### config.mk
export PLATFORM = sky130hd
export DESIGN_NAME = sramCycleGen
export DESIGN_NICKNAME = d
export VERILOG_FILES = /design/src/rtl/sramCycPkg.sv /design/src/rtl/sramCycCtrl.sv /design/src/rtl/sramCycData.sv /design/src/rtl/sramCycleGen.sv
export SDC_FILE = /design/constraint.sdc
export NUM_CORES = 1
export LEC_CHECK = 0
export ABC_AREA = 1
export BUFFER_PORTS_ARGS = -buffer_cell sky130_fd_sc_hd__buf_4
export CORE_AREA = 3 3 117 119
export CTS_BUF_LIST = sky130_fd_sc_hd__clkbuf_8 sky130_fd_sc_hd__clkbuf_16
export DETAILED_ROUTE_END_ITERATION = 10
export DIE_AREA = 0 0 120 122
export PLACE_DENSITY_LB_ADDON = 0.3
export SYNTH_ARGS = -nofsm -noshare
export SYNTH_HDL_FRONTEND = slang
export SYNTH_SLANG_ARGS = --single-unit
### constraint.sdc
create_clock -name clk -period 2.3 [get_ports clk]
set_input_delay 0.46 -clock clk [delete_from_list [all_inputs] [get_ports clk]]
set_output_delay 0.46 -clock clk [all_outputs]
set_load 0.05 [all_outputs]
### src/rtl/sramCycPkg.sv
package sramCycPkg;

  typedef enum logic [2:0] {
    ST_IDLE,
    ST_SETUP,
    ST_STRB,
    ST_LAST,
    ST_HOLD
  } cycState_t;

  // strobes from control to datapath
  typedef struct packed {
    logic load;     // request accepted this cycle
    logic capture;  // closing strobe cycle, sample read data at its edge
    logic finish;   // final cycle of the access
    logic cs;       // chip select active
    logic bs;       // first cycle of the bus cycle
    logic strobe;   // read/write strobe window
  } cycCtrl_t;

endpackage

### src/rtl/sramCycCtrl.sv
module sramCycCtrl
  import sramCycPkg::*;
#(
  parameter int WAIT_W = 4,
  parameter int HOLD_W = 2
) (
  input  logic              clk,
  input  logic              rstN,
  input  logic              reqValid,
  output logic              reqReady,
  input  logic [WAIT_W-1:0] cfgWait,
  input  logic              cfgSetup,
  input  logic [HOLD_W-1:0] cfgHold,
  input  logic              busReady,
  output cycCtrl_t          ctrl
);

  localparam int CNT_W = (WAIT_W > HOLD_W) ? WAIT_W : HOLD_W;

  cycState_t        state;
  logic [CNT_W-1:0] cnt;
  logic [CNT_W-1:0] waitLim;
  logic [CNT_W-1:0] holdLim;
  logic             bsFlag;
  logic             idle;
  logic             finalCyc;
  logic             accept;

  assign idle     = (state == ST_IDLE);
  assign finalCyc = ((state == ST_LAST) && (holdLim == '0)) ||
                    ((state == ST_HOLD) && (cnt == holdLim));
  assign reqReady = idle || finalCyc;
  assign accept   = reqValid && reqReady;

  always_ff @(posedge clk or negedge rstN) begin
    if (!rstN) begin
      state   <= ST_IDLE;
      cnt     <= '0;
      waitLim <= '0;
      holdLim <= '0;
      bsFlag  <= 1'b0;
    end else if (accept) begin
      waitLim <= CNT_W'(cfgWait);
      holdLim <= CNT_W'(cfgHold);
      cnt     <= '0;
      bsFlag  <= 1'b1;
      state   <= cfgSetup ? ST_SETUP : ST_STRB;
    end else begin
      bsFlag <= 1'b0;
      case (state)
        ST_SETUP: begin
          state <= ST_STRB;
          cnt   <= '0;
        end
        ST_STRB: begin
          if (cnt < waitLim) begin
            cnt <= cnt + 1'b1;
          end else if (busReady) begin
            state <= ST_LAST;
          end
        end
        ST_LAST: begin
          if (holdLim != '0) begin
            state <= ST_HOLD;
            cnt   <= CNT_W'(1);
          end else begin
            state <= ST_IDLE;
          end
        end
        ST_HOLD: begin
          if (cnt == holdLim) begin
            state <= ST_IDLE;
          end else begin
            cnt <= cnt + 1'b1;
          end
        end
        default: state <= ST_IDLE;
      endcase
    end
  end

  always_comb begin
    ctrl         = '0;
    ctrl.load    = accept;
    ctrl.capture = (state == ST_LAST);
    ctrl.finish  = finalCyc;
    ctrl.cs      = !idle;
    ctrl.bs      = bsFlag;
    ctrl.strobe  = (state == ST_STRB) || (state == ST_LAST);
  end

endmodule

### src/rtl/sramCycData.sv
module sramCycData
  import sramCycPkg::*;
#(
  parameter int ADDR_W = 26,
  parameter int DATA_W = 32
) (
  input  logic                clk,
  input  logic                rstN,
  input  cycCtrl_t            ctrl,
  input  logic                reqWrite,
  input  logic [ADDR_W-1:0]   reqAddr,
  input  logic [DATA_W/8-1:0] reqMask,
  input  logic [DATA_W-1:0]   reqWdata,
  input  logic [DATA_W-1:0]   memRdata,
  output logic [ADDR_W-1:0]   memAddr,
  output logic [DATA_W-1:0]   memWdata,
  output logic                memDataOe,
  output logic                memCsN,
  output logic                memBsN,
  output logic                memRdN,
  output logic [DATA_W/8-1:0] memWeN,
  output logic [DATA_W-1:0]   rspRdata,
  output logic                rspDone
);

  localparam int LANES = DATA_W / 8;

  logic [ADDR_W-1:0] addrQ;
  logic [DATA_W-1:0] wdataQ;
  logic [LANES-1:0]  maskQ;
  logic              writeQ;
  logic [DATA_W-1:0] rdataQ;
  logic              doneQ;

  always_ff @(posedge clk or negedge rstN) begin
    if (!rstN) begin
      addrQ  <= '0;
      wdataQ <= '0;
      maskQ  <= '0;
      writeQ <= 1'b0;
    end else if (ctrl.load) begin
      addrQ  <= reqAddr;
      wdataQ <= reqWdata;
      maskQ  <= reqMask;
      writeQ <= reqWrite;
    end
  end

  always_ff @(posedge clk or negedge rstN) begin
    if (!rstN) begin
      rdataQ <= '0;
      doneQ  <= 1'b0;
    end else begin
      doneQ <= ctrl.finish;
      if (ctrl.capture && !writeQ) begin
        rdataQ <= memRdata;
      end
    end
  end

  assign memAddr   = addrQ;
  assign memWdata  = wdataQ;
  assign memDataOe = ctrl.cs && writeQ;
  assign memCsN    = !ctrl.cs;
  assign memBsN    = !ctrl.bs;
  assign memRdN    = !(ctrl.strobe && !writeQ);
  assign rspRdata  = rdataQ;
  assign rspDone   = doneQ;

  for (genvar lane = 0; lane < LANES; lane++) begin : g_lane
    assign memWeN[lane] = !(ctrl.strobe && writeQ && maskQ[lane]);
  end

endmodule

### src/rtl/sramCycleGen.sv
module sramCycleGen
  import sramCycPkg::*;
#(
  parameter int ADDR_W = 26,
  parameter int DATA_W = 32,
  parameter int WAIT_W = 4,
  parameter int HOLD_W = 2
) (
  input  logic                clk,
  input  logic                rstN,
  input  logic                reqValid,
  output logic                reqReady,
  input  logic                reqWrite,
  input  logic [ADDR_W-1:0]   reqAddr,
  input  logic [DATA_W/8-1:0] reqMask,
  input  logic [DATA_W-1:0]   reqWdata,
  input  logic [WAIT_W-1:0]   cfgWait,
  input  logic                cfgSetup,
  input  logic [HOLD_W-1:0]   cfgHold,
  input  logic                busReady,
  input  logic [DATA_W-1:0]   memRdata,
  output logic [ADDR_W-1:0]   memAddr,
  output logic [DATA_W-1:0]   memWdata,
  output logic                memDataOe,
  output logic                memCsN,
  output logic                memBsN,
  output logic                memRdN,
  output logic [DATA_W/8-1:0] memWeN,
  output logic [DATA_W-1:0]   rspRdata,
  output logic                rspDone
);

  cycCtrl_t ctrl;

  sramCycCtrl #(
    .WAIT_W(WAIT_W),
    .HOLD_W(HOLD_W)
  ) u_ctrl (
    .clk      (clk),
    .rstN     (rstN),
    .reqValid (reqValid),
    .reqReady (reqReady),
    .cfgWait  (cfgWait),
    .cfgSetup (cfgSetup),
    .cfgHold  (cfgHold),
    .busReady (busReady),
    .ctrl     (ctrl)
  );

  sramCycData #(
    .ADDR_W(ADDR_W),
    .DATA_W(DATA_W)
  ) u_data (
    .clk       (clk),
    .rstN      (rstN),
    .ctrl      (ctrl),
    .reqWrite  (reqWrite),
    .reqAddr   (reqAddr),
    .reqMask   (reqMask),
    .reqWdata  (reqWdata),
    .memRdata  (memRdata),
    .memAddr   (memAddr),
    .memWdata  (memWdata),
    .memDataOe (memDataOe),
    .memCsN    (memCsN),
    .memBsN    (memBsN),
    .memRdN    (memRdN),
    .memWeN    (memWeN),
    .rspRdata  (rspRdata),
    .rspDone   (rspDone)
  );

endmodule

==> Word-level counts from Yosys, hierarchy flattened <==
Index checks and enable logic that the tools add are counted.
{ "classes": {"reduce_logical": 28, "add_sub_neg": 1, "n_eq_ne": 11, "bitwise_logic": 0, "n_mul": 0, "muxes": 13, "order_cmp": 1, "div_mod_pow": 0, "shifts": 0} }
{ "ops": {"columns": ["operator", "count"], "rows": [
  ["$mux W4", 4],
  ["$pmux W4 S4", 1],
  ["$mux W3", 5],
  ["$ne A3 B2 Y1 const B", 4],
  ["$pmux W3 S4", 1],
  ["$logic_and A1 B1 Y1", 11],
  ["$logic_not A1 Y1", 8],
  ["$eq A3 B2 Y1 const B", 2],
  ["$reduce_bool A5 Y1", 1],
  ["$add A4 B1 Y4 const B", 1],
  ["$eq A4 B2 Y1", 1],
  ["$logic_not A4 Y1", 1],
  ["$lt A4 B4 Y1", 1],
  ["$reduce_and A4 Y1", 1],
  ["$reduce_bool A4 Y1", 1],
  ["$eq A3 B1 Y1 const B", 1],
  ["$eq A3 B3 Y1 const B", 1],
  ["$logic_not A3 Y1", 1],
  ["$logic_or A1 B1 Y1", 3],
  ["$ne A3 B1 Y1 const B", 1],
  ["$ne A3 B3 Y1 const B", 1],
  ["$reduce_and A3 Y1", 1],
  ["$mux W2", 1],
  ["$mux W1", 1]
]} }
{ "word_totals": {"ff_bits": 110, "in_bits": 106, "mem_bits_rw": 0, "wordCells": 65, "n_memories": 0, "out_inout_bits": 100, "rom_bits": 0, "latchBits": 0} }

==> Logic depth before layout (Yosys ltp) <==
Gate-level depths: netlist of the first run.
{ "logic_depth": {"depth_word": 7, "mapped_depth": 12, "depth_no_buf": 12} }

==> Modules after synthesis <==
From an unflattened synthesis of the first run, not the netlist that was laid out.
{ "unflattened": {"hier_cells": 535, "area_unflattened_um2": 4737.0} }
{ "modules_own_cells": {"columns": ["mod", "area_per_inst_um2", "cells_each", "seq_area_each_um2", "instances"], "rows": [
  ["sramCycData", 3804.9, 415, 2402.3, 1],
  ["sramCycCtrl", 932.1, 120, 350.3, 1]
]} }

==> Least setup slack after synthesis of the first run <==
Ideal clock, no wire load.
{ "synth_timing": {"path_type": "register to register", "startpoint": "register u_ctrl.state[1]", "endpoint": "register u_data.addrQ[10], in the netlist u_data.memAddr[10]", "setup_slack_ps": 150, "required_time_ps": 2182, "period_less_slack_ps": 2150, "setup_ps": 118, "arrival_ps": 2033, "n_path_buf": 2, "stages_incl_launch_ff": 10, "path_cell_list": "dfrtp_1 or2_4 nor2_2 inv_2 nand3_2 nand2_2 buf_4 buf_2 nand2_1 nand2_1"} }
{ "synth_between": {"elab_cells_between_ends": 8, "classes_between": "2 x eq/ne; 6 x reduce/logical"} }
{ "synth_lines": {"columns": ["item", "line_no", "source"], "rows": [
  ["from (decl)", "sramCycCtrl.sv:20", "cycState_t state;"],
  ["from (signal assigned)", "sramCycCtrl.sv:47", "state <= cfgSetup ? ST_SETUP : ST_STRB;"],
  ["$logic_not A3 Y1", "sramCycCtrl.sv:29", "assign idle = (state == ST_IDLE);"],
  ["named net memCsN", "sramCycleGen.sv:25", "output logic memCsN,"],
  ["$logic_or A1 B1 Y1", "sramCycCtrl.sv:32", "assign reqReady = idle || finalCyc;"],
  ["named net reqReady", "sramCycleGen.sv:12", "output logic reqReady,"],
  ["$logic_and A1 B1 Y1", "sramCycCtrl.sv:33", "assign accept = reqValid && reqReady;"],
  ["to (signal assigned)", "sramCycData.sv:42", "addrQ <= reqAddr;"],
  ["to (decl)", "sramCycData.sv:28", "logic [ADDR_W-1:0] addrQ;"]
]} }
The timed path passes the listed nets, and every way through them passes these cells.
A chain may end at the register's enable or synchronous reset.

==> Worst setup path in the final report of the first run <==
{ "layout_timing": {"startpoint": "register u_ctrl.state[2]", "endpoint": "output memWeN[1]"} }
{ "layout_between": {"elab_chain_len": 5, "elab_cells_between_ends": 6, "classes_between": "2 x eq/ne; 4 x reduce/logical"} }
{ "layout_rtl": {"columns": ["item", "line_no", "source"], "rows": [
  ["$eq A3 B2 Y1", "sramCycCtrl.sv:89", "ctrl.strobe = (state == ST_STRB) || (state == ST_LAST);"],
  ["$logic_or A1 B1 Y1 (*)", "sramCycCtrl.sv:89", null],
  ["$logic_and A1 B1 Y1 (*) (2 in series)", "sramCycData.sv:71", "assign memWeN[lane] = !(ctrl.strobe && writeQ && maskQ[lane]);"],
  ["$logic_not A1 Y1 (*)", "sramCycData.sv:71", null],
  ["to (decl)", "sramCycleGen.sv:28", "output logic [DATA_W/8-1:0] memWeN,"]
]} }
Mark *: on every way between the ends. The rest lies on a longest branch, timed or not.

==> results of run 1 <==
-- Yosys cell counts, drive strengths merged --
cell	number	area share, %
nand2	228	19
xor2	2	0.40
or2	2	0.34
o21ai	10	1.1
clkbuf	4	0.34
o31ai	1	0.17
nand3	10	1.2
buf	14	2.2
mux2	32	8.2
inv	18	1.5
dfrtp	110	63
ha	4	1.1
a21oi	1	0.11
nand4	1	0.14
nor2	11	1.1
-- layer usage --
layer | GRT usage, % | up-vias | share of wire, %
met5 | 0 | - | 0
met4 | 7.52 | 0 | 2.3
met3 | 4.32 | 17 | 7.0
met2 | 25.7 | 130 | 49
met1 | 18.0 | 1733 | 42
li1 | - | 1794 | -
-- registers in the layout, indices dropped and copies added, names as in the netlist --
register	cells
u_data.memWdata	32
u_data.rspRdata	32
u_data.memAddr	26
u_ctrl.cnt	4
u_ctrl.waitLim	4
u_data.maskQ	4
u_ctrl.state	3
u_ctrl.holdLim	2
u_ctrl.bsFlag	1
u_data.rspDone	1
u_data.writeQ	1
-- through the flow --
step	cells	hold slack, ps
6_report	829	23.4
4_1_cts	829	19.6
5_1_grt	829	45.5
3_3_place_gp	814	399
2_1_floorplan	448	164
3_5_place_dp	814	405
-- worst paths after layout --
check / to / start / depth (start not counted) / slack [ps]
min in group clk: u_data.memWdata[24] / reqWdata[24] / 3 / 300
setup / recovery: memWeN[1] / u_ctrl.state[2] / 5 / 160
hold / removal: u_data.memWdata[7] / rstN / 1 / 20
setup reg to reg: u_ctrl.holdLim[0] / u_ctrl.state[0] / 8 / 480
hold reg to reg: u_data.maskQ[1] / u_data.maskQ[1] / 2 / 480
max in group asynchronous: u_data.rspRdata[22] / rstN / 2 / 1550
-- cell type report --
type                    instances  area, um2
inverters                      18       67.6
fillers                      1174       6200
clock buffers                  12        267
multi-input cells             302       1470
well taps                     172        215
flip-flops and latches        110       2750
repair buffers                212       1600
clock inverters                 3       90.1
-- cell families (layout without fill, tap and decap cells) --
logic type | after synthesis | after routing | synth area share (%)
AOI/OAI and AO/OA | 12 | 12 | 1.42
xor gates and xnor gates | 2 | 2 | 0.398
adders and majority gates | 4 | 4 | 1.14
buffers and inverters | 36 | 245 | 4.09
DFF | 110 | 110 | 62.5
muxes | 32 | 32 | 8.18
and+or+nand+nor | 252 | 252 | 22.3
==> results.json, run 1 <==
{
  "final_cell_mix": "nand2_1 (227), buf_4 (211), dfrtp_1 (110)",
  "grt_overflow_total": 0,
  "slew_headroom_pct": 69.1,
  "setup_slack_ps": 162,
  "post_cts_buffers": 0,
  "synth-seq-cells": 110,
  "post-route-util_pct": 51.0,
  "avgViaCountPerCell": 4.43,
  "ys_seq_area_share_pct": 62.5,
  "slowest_stage": "dfrtp_1",
  "layout_commonest_cell": "nand2_1",
  "path_class": "flip-flop to output pin",
  "cts.path.max_buffers": 2,
  "critPathBufInv": 2,
  "max_stage_delay_ps": 400,
  "clk_pin_slew_ps": 70,
  "status": "finished clean",
  "syn2layout_area_growth_pct": 46.8,
  "dieArea_um2": 14600,
  "cts_tree": "built",
  "setup_viol": 0,
  "die_h_um": 122,
  "rows": 41,
  "critical_path.max_fanout": 5,
  "synth-warning-count": 0,
  "htree_levels": 3,
  "num_vias": 3674,
  "gp_congestion": 0.778,
  "endpoint_kind": "output pin",
  "grt_pass1_wl_um": 17700,
  "synthesis.area_um2": 4400,
  "stdcell_area_um2": 6470,
  "postCtsResizedCells": 0,
  "io_buffers": 205,
  "drv_slew": 0,
  "drt_iter0_markers": 209,
  "cts_hold_buf": 0,
  "drt_pass1_iterations": 4,
  "clock_latency_ps": 340,
  "hold_viol_final": 0,
  "maxCapViolCount": 0,
  "path_common_cell": "nand2_1",
  "track_usage_pct": 15.3,
  "n_antenna_cell": 0,
  "grt_start_max_net_pins": 55,
  "path_cells": "inv_1 -> nand2_1 -> nor2_1 -> nand2_1 -> buf_4",
  "drive_gt1_share_pct": 40.5,
  "core_um2": 12700,
  "period_share_pct": 93.0,
  "clock-root-buffer": "clkbuf_16",
  "clock-sinks": 110,
  "post-dp-hpwl_um": 8190,
  "wl_um": 11100,
  "syn-num-nets": 558,
  "wl_per_cell_um": 13.4,
  "fin_crit_ps": 2140,
  "dpl_cell_area_um2": 6110,
  "grt_pass1_vias": 3744,
  "timing.fmax_mhz": 468,
  "synthCells": 448,
  "skew_ps": 8.59,
  "cts_buffers": 9,
  "io_pins": 206,
  "start_kind": "flip-flop",
  "dp_slack_ps": 447,
  "ant_nets": 0,
  "drc": 0,
  "initial_utilization_pct": 34.8,
  "tns_ps": 0,
  "crit_family": "simple AND/OR/NAND/NOR gates",
  "rsz0062_at_grt": "false",
  "worst_pin_slew_ps": 459,
  "die_x_um": 120,
  "grt_antenna_before_repair": 0,
  "nets": 763,
  "avgSynthCellArea_um2": 9.83,
  "cp.arrival_ps": 1680,
  "critPathRequiredTime_ps": 1840,
  "synth_cell_types": 22,
  "holdCritPathClass": "input port to async pin"
}
Power of run 1 is not shown: default switching activity piles up to over one toggle a cycle in this logic, so the estimate is an artifact.
==> run 2: changes to the inputs <==
--- a/config.mk
+++ b/config.mk
@@ -7,10 +7,13 @@
 export LEC_CHECK = 0
 export ABC_AREA = 1
 export BUFFER_PORTS_ARGS = -buffer_cell sky130_fd_sc_hd__buf_4
+export CAP_MARGIN = 20
 export CORE_AREA = 3 3 117 119
 export CTS_BUF_LIST = sky130_fd_sc_hd__clkbuf_8 sky130_fd_sc_hd__clkbuf_16
 export DETAILED_ROUTE_END_ITERATION = 10
 export DIE_AREA = 0 0 120 122
+export GPL_TIMING_DRIVEN = 0
+export MAX_ROUTING_LAYER = met4
 export PLACE_DENSITY_LB_ADDON = 0.3
 export SYNTH_ARGS = -nofsm -noshare
 export SYNTH_HDL_FRONTEND = slang
==> results.json, run 2 (synthesized netlist as in run 1, its figures left out) <==
{
  "status": "finished clean",
  "postCtsResizedCells": 0,
  "hold_viol_final": 0,
  "wl_um": 11200,
  "critPathRequiredTime_ps": 1840,
  "grt_pass1_wl_um": 18100,
  "timing.fmax_mhz": 475,
  "grt_antenna_before_repair": 0,
  "tns_ps": 0,
  "drt_pass1_iterations": 4,
  "cp.arrival_ps": 1640,
  "start_kind": "flip-flop",
  "num_vias": 3708,
  "initial_utilization_pct": 34.8,
  "skew_ps": 3.84,
  "holdCritPathClass": "input port to async pin",
  "path_class": "flip-flop to output pin",
  "r2r-end": "u_data.memAddr[14]",
  "core_um2": 12700,
  "post-dp-hpwl_um": 8610,
  "io_pins": 206,
  "rows": 41,
  "setup_viol": 0,
  "endpoint_kind": "output pin",
  "reg2reg_from": "u_ctrl.state[0]",
  "stdcell_area_um2": 6470,
  "post_cts_buffers": 0,
  "critical_path.max_fanout": 5,
  "maxCapViolCount": 0,
  "fin_crit_ps": 2100,
  "wl_per_cell_um": 13.3,
  "layout_commonest_cell": "nand2_1",
  "syn2layout_area_growth_pct": 46.9,
  "ant_nets": 0,
  "setup_slack_ps": 196,
  "worst_r2r_path_depth": 9,
  "period_share_pct": 91.5,
  "dp_slack_ps": 449,
  "hold-worst-slack_ps": 206,
  "final_cell_mix": "nand2_1 (227), buf_4 (206), dfrtp_1 (110)",
  "max_stage_delay_ps": 430,
  "die_h_um": 122,
  "nets": 775,
  "dieArea_um2": 14600,
  "rrSetupSlack_ps": 450,
  "cts_tree": "built",
  "io_buffers": 205,
  "clk_pin_slew_ps": 70,
  "clock-sinks": 110,
  "track_usage_pct": 16.0,
  "rsz0062_at_grt": "false",
  "slowest_stage": "dfrtp_1",
  "drv_slew": 0,
  "crit_family": "simple AND/OR/NAND/NOR gates",
  "grt_pass1_vias": 3815,
  "drive_gt1_share_pct": 40.6,
  "cts.path.max_buffers": 2,
  "drt_iter0_markers": 140,
  "dpl_cell_area_um2": 6190,
  "htree_levels": 3,
  "drc": 0,
  "die_x_um": 120,
  "avgViaCountPerCell": 4.40,
  "slew_headroom_pct": 46.9,
  "n_antenna_cell": 0,
  "path_cells": "or2_4 -> nor2_2 -> nand3_1 -> nand3_2 -> buf_4",
  "worst_pin_slew_ps": 796,
  "cts_buffers": 9,
  "clock_latency_ps": 340,
  "gp_congestion": 0.824,
  "clock-root-buffer": "clkbuf_16",
  "grt_overflow_total": 0,
  "critPathBufInv": 1,
  "grt_start_max_net_pins": 63,
  "cts_hold_buf": 0
}
[run 2: per-stage QoR]
stage          utilization [%]  std cells
2_1_floorplan                -        448
3_3_place_gp              48.6        825
3_5_place_dp              48.8        826
4_1_cts                   51.1        842
5_1_grt                   51.1        842
6_report                  51.1        842
[run 2: final cells by class]
class / instances / area, um2
clock inverter: 7 / 58.8
buffer: 18 / 113
clock buffer: 9 / 225
timing repair buffer: 206 / 1570
fill: 1173 / 6200
tap: 172 / 215
multi-input combinational: 302 / 1470
sequential: 110 / 2750
inverter: 18 / 67.6
[run 2: how the worst max path moves through the flow]
stage | from | to | slack (ps) | cells after the start
after floorplan | u_ctrl.state[1] | u_data.memAddr[10] | 150 | 9
after global placement | u_ctrl.state[0] | u_data.memAddr[17] | 490 | 9
after detailed placement | u_ctrl.cnt[2] | u_data.memAddr[14] | 450 | 9
after CTS | u_ctrl.state[2] | memWeN[1] | 170 | 5
after global routing | u_ctrl.state[2] | memWeN[1] | 50 | 5
final | u_ctrl.state[0] | reqReady | 200 | 5
[run 2: per-layer routing]
metal	GRT usage (%)	vias up	share of wire [%]
li1	-	1819	-
met1	19.5	1751	43
met2	25.4	122	48
met3	3.62	16	6.5
met4	7.23	0	2.2
met5	-	-	0
Power of run 2 is left out for the same reason.
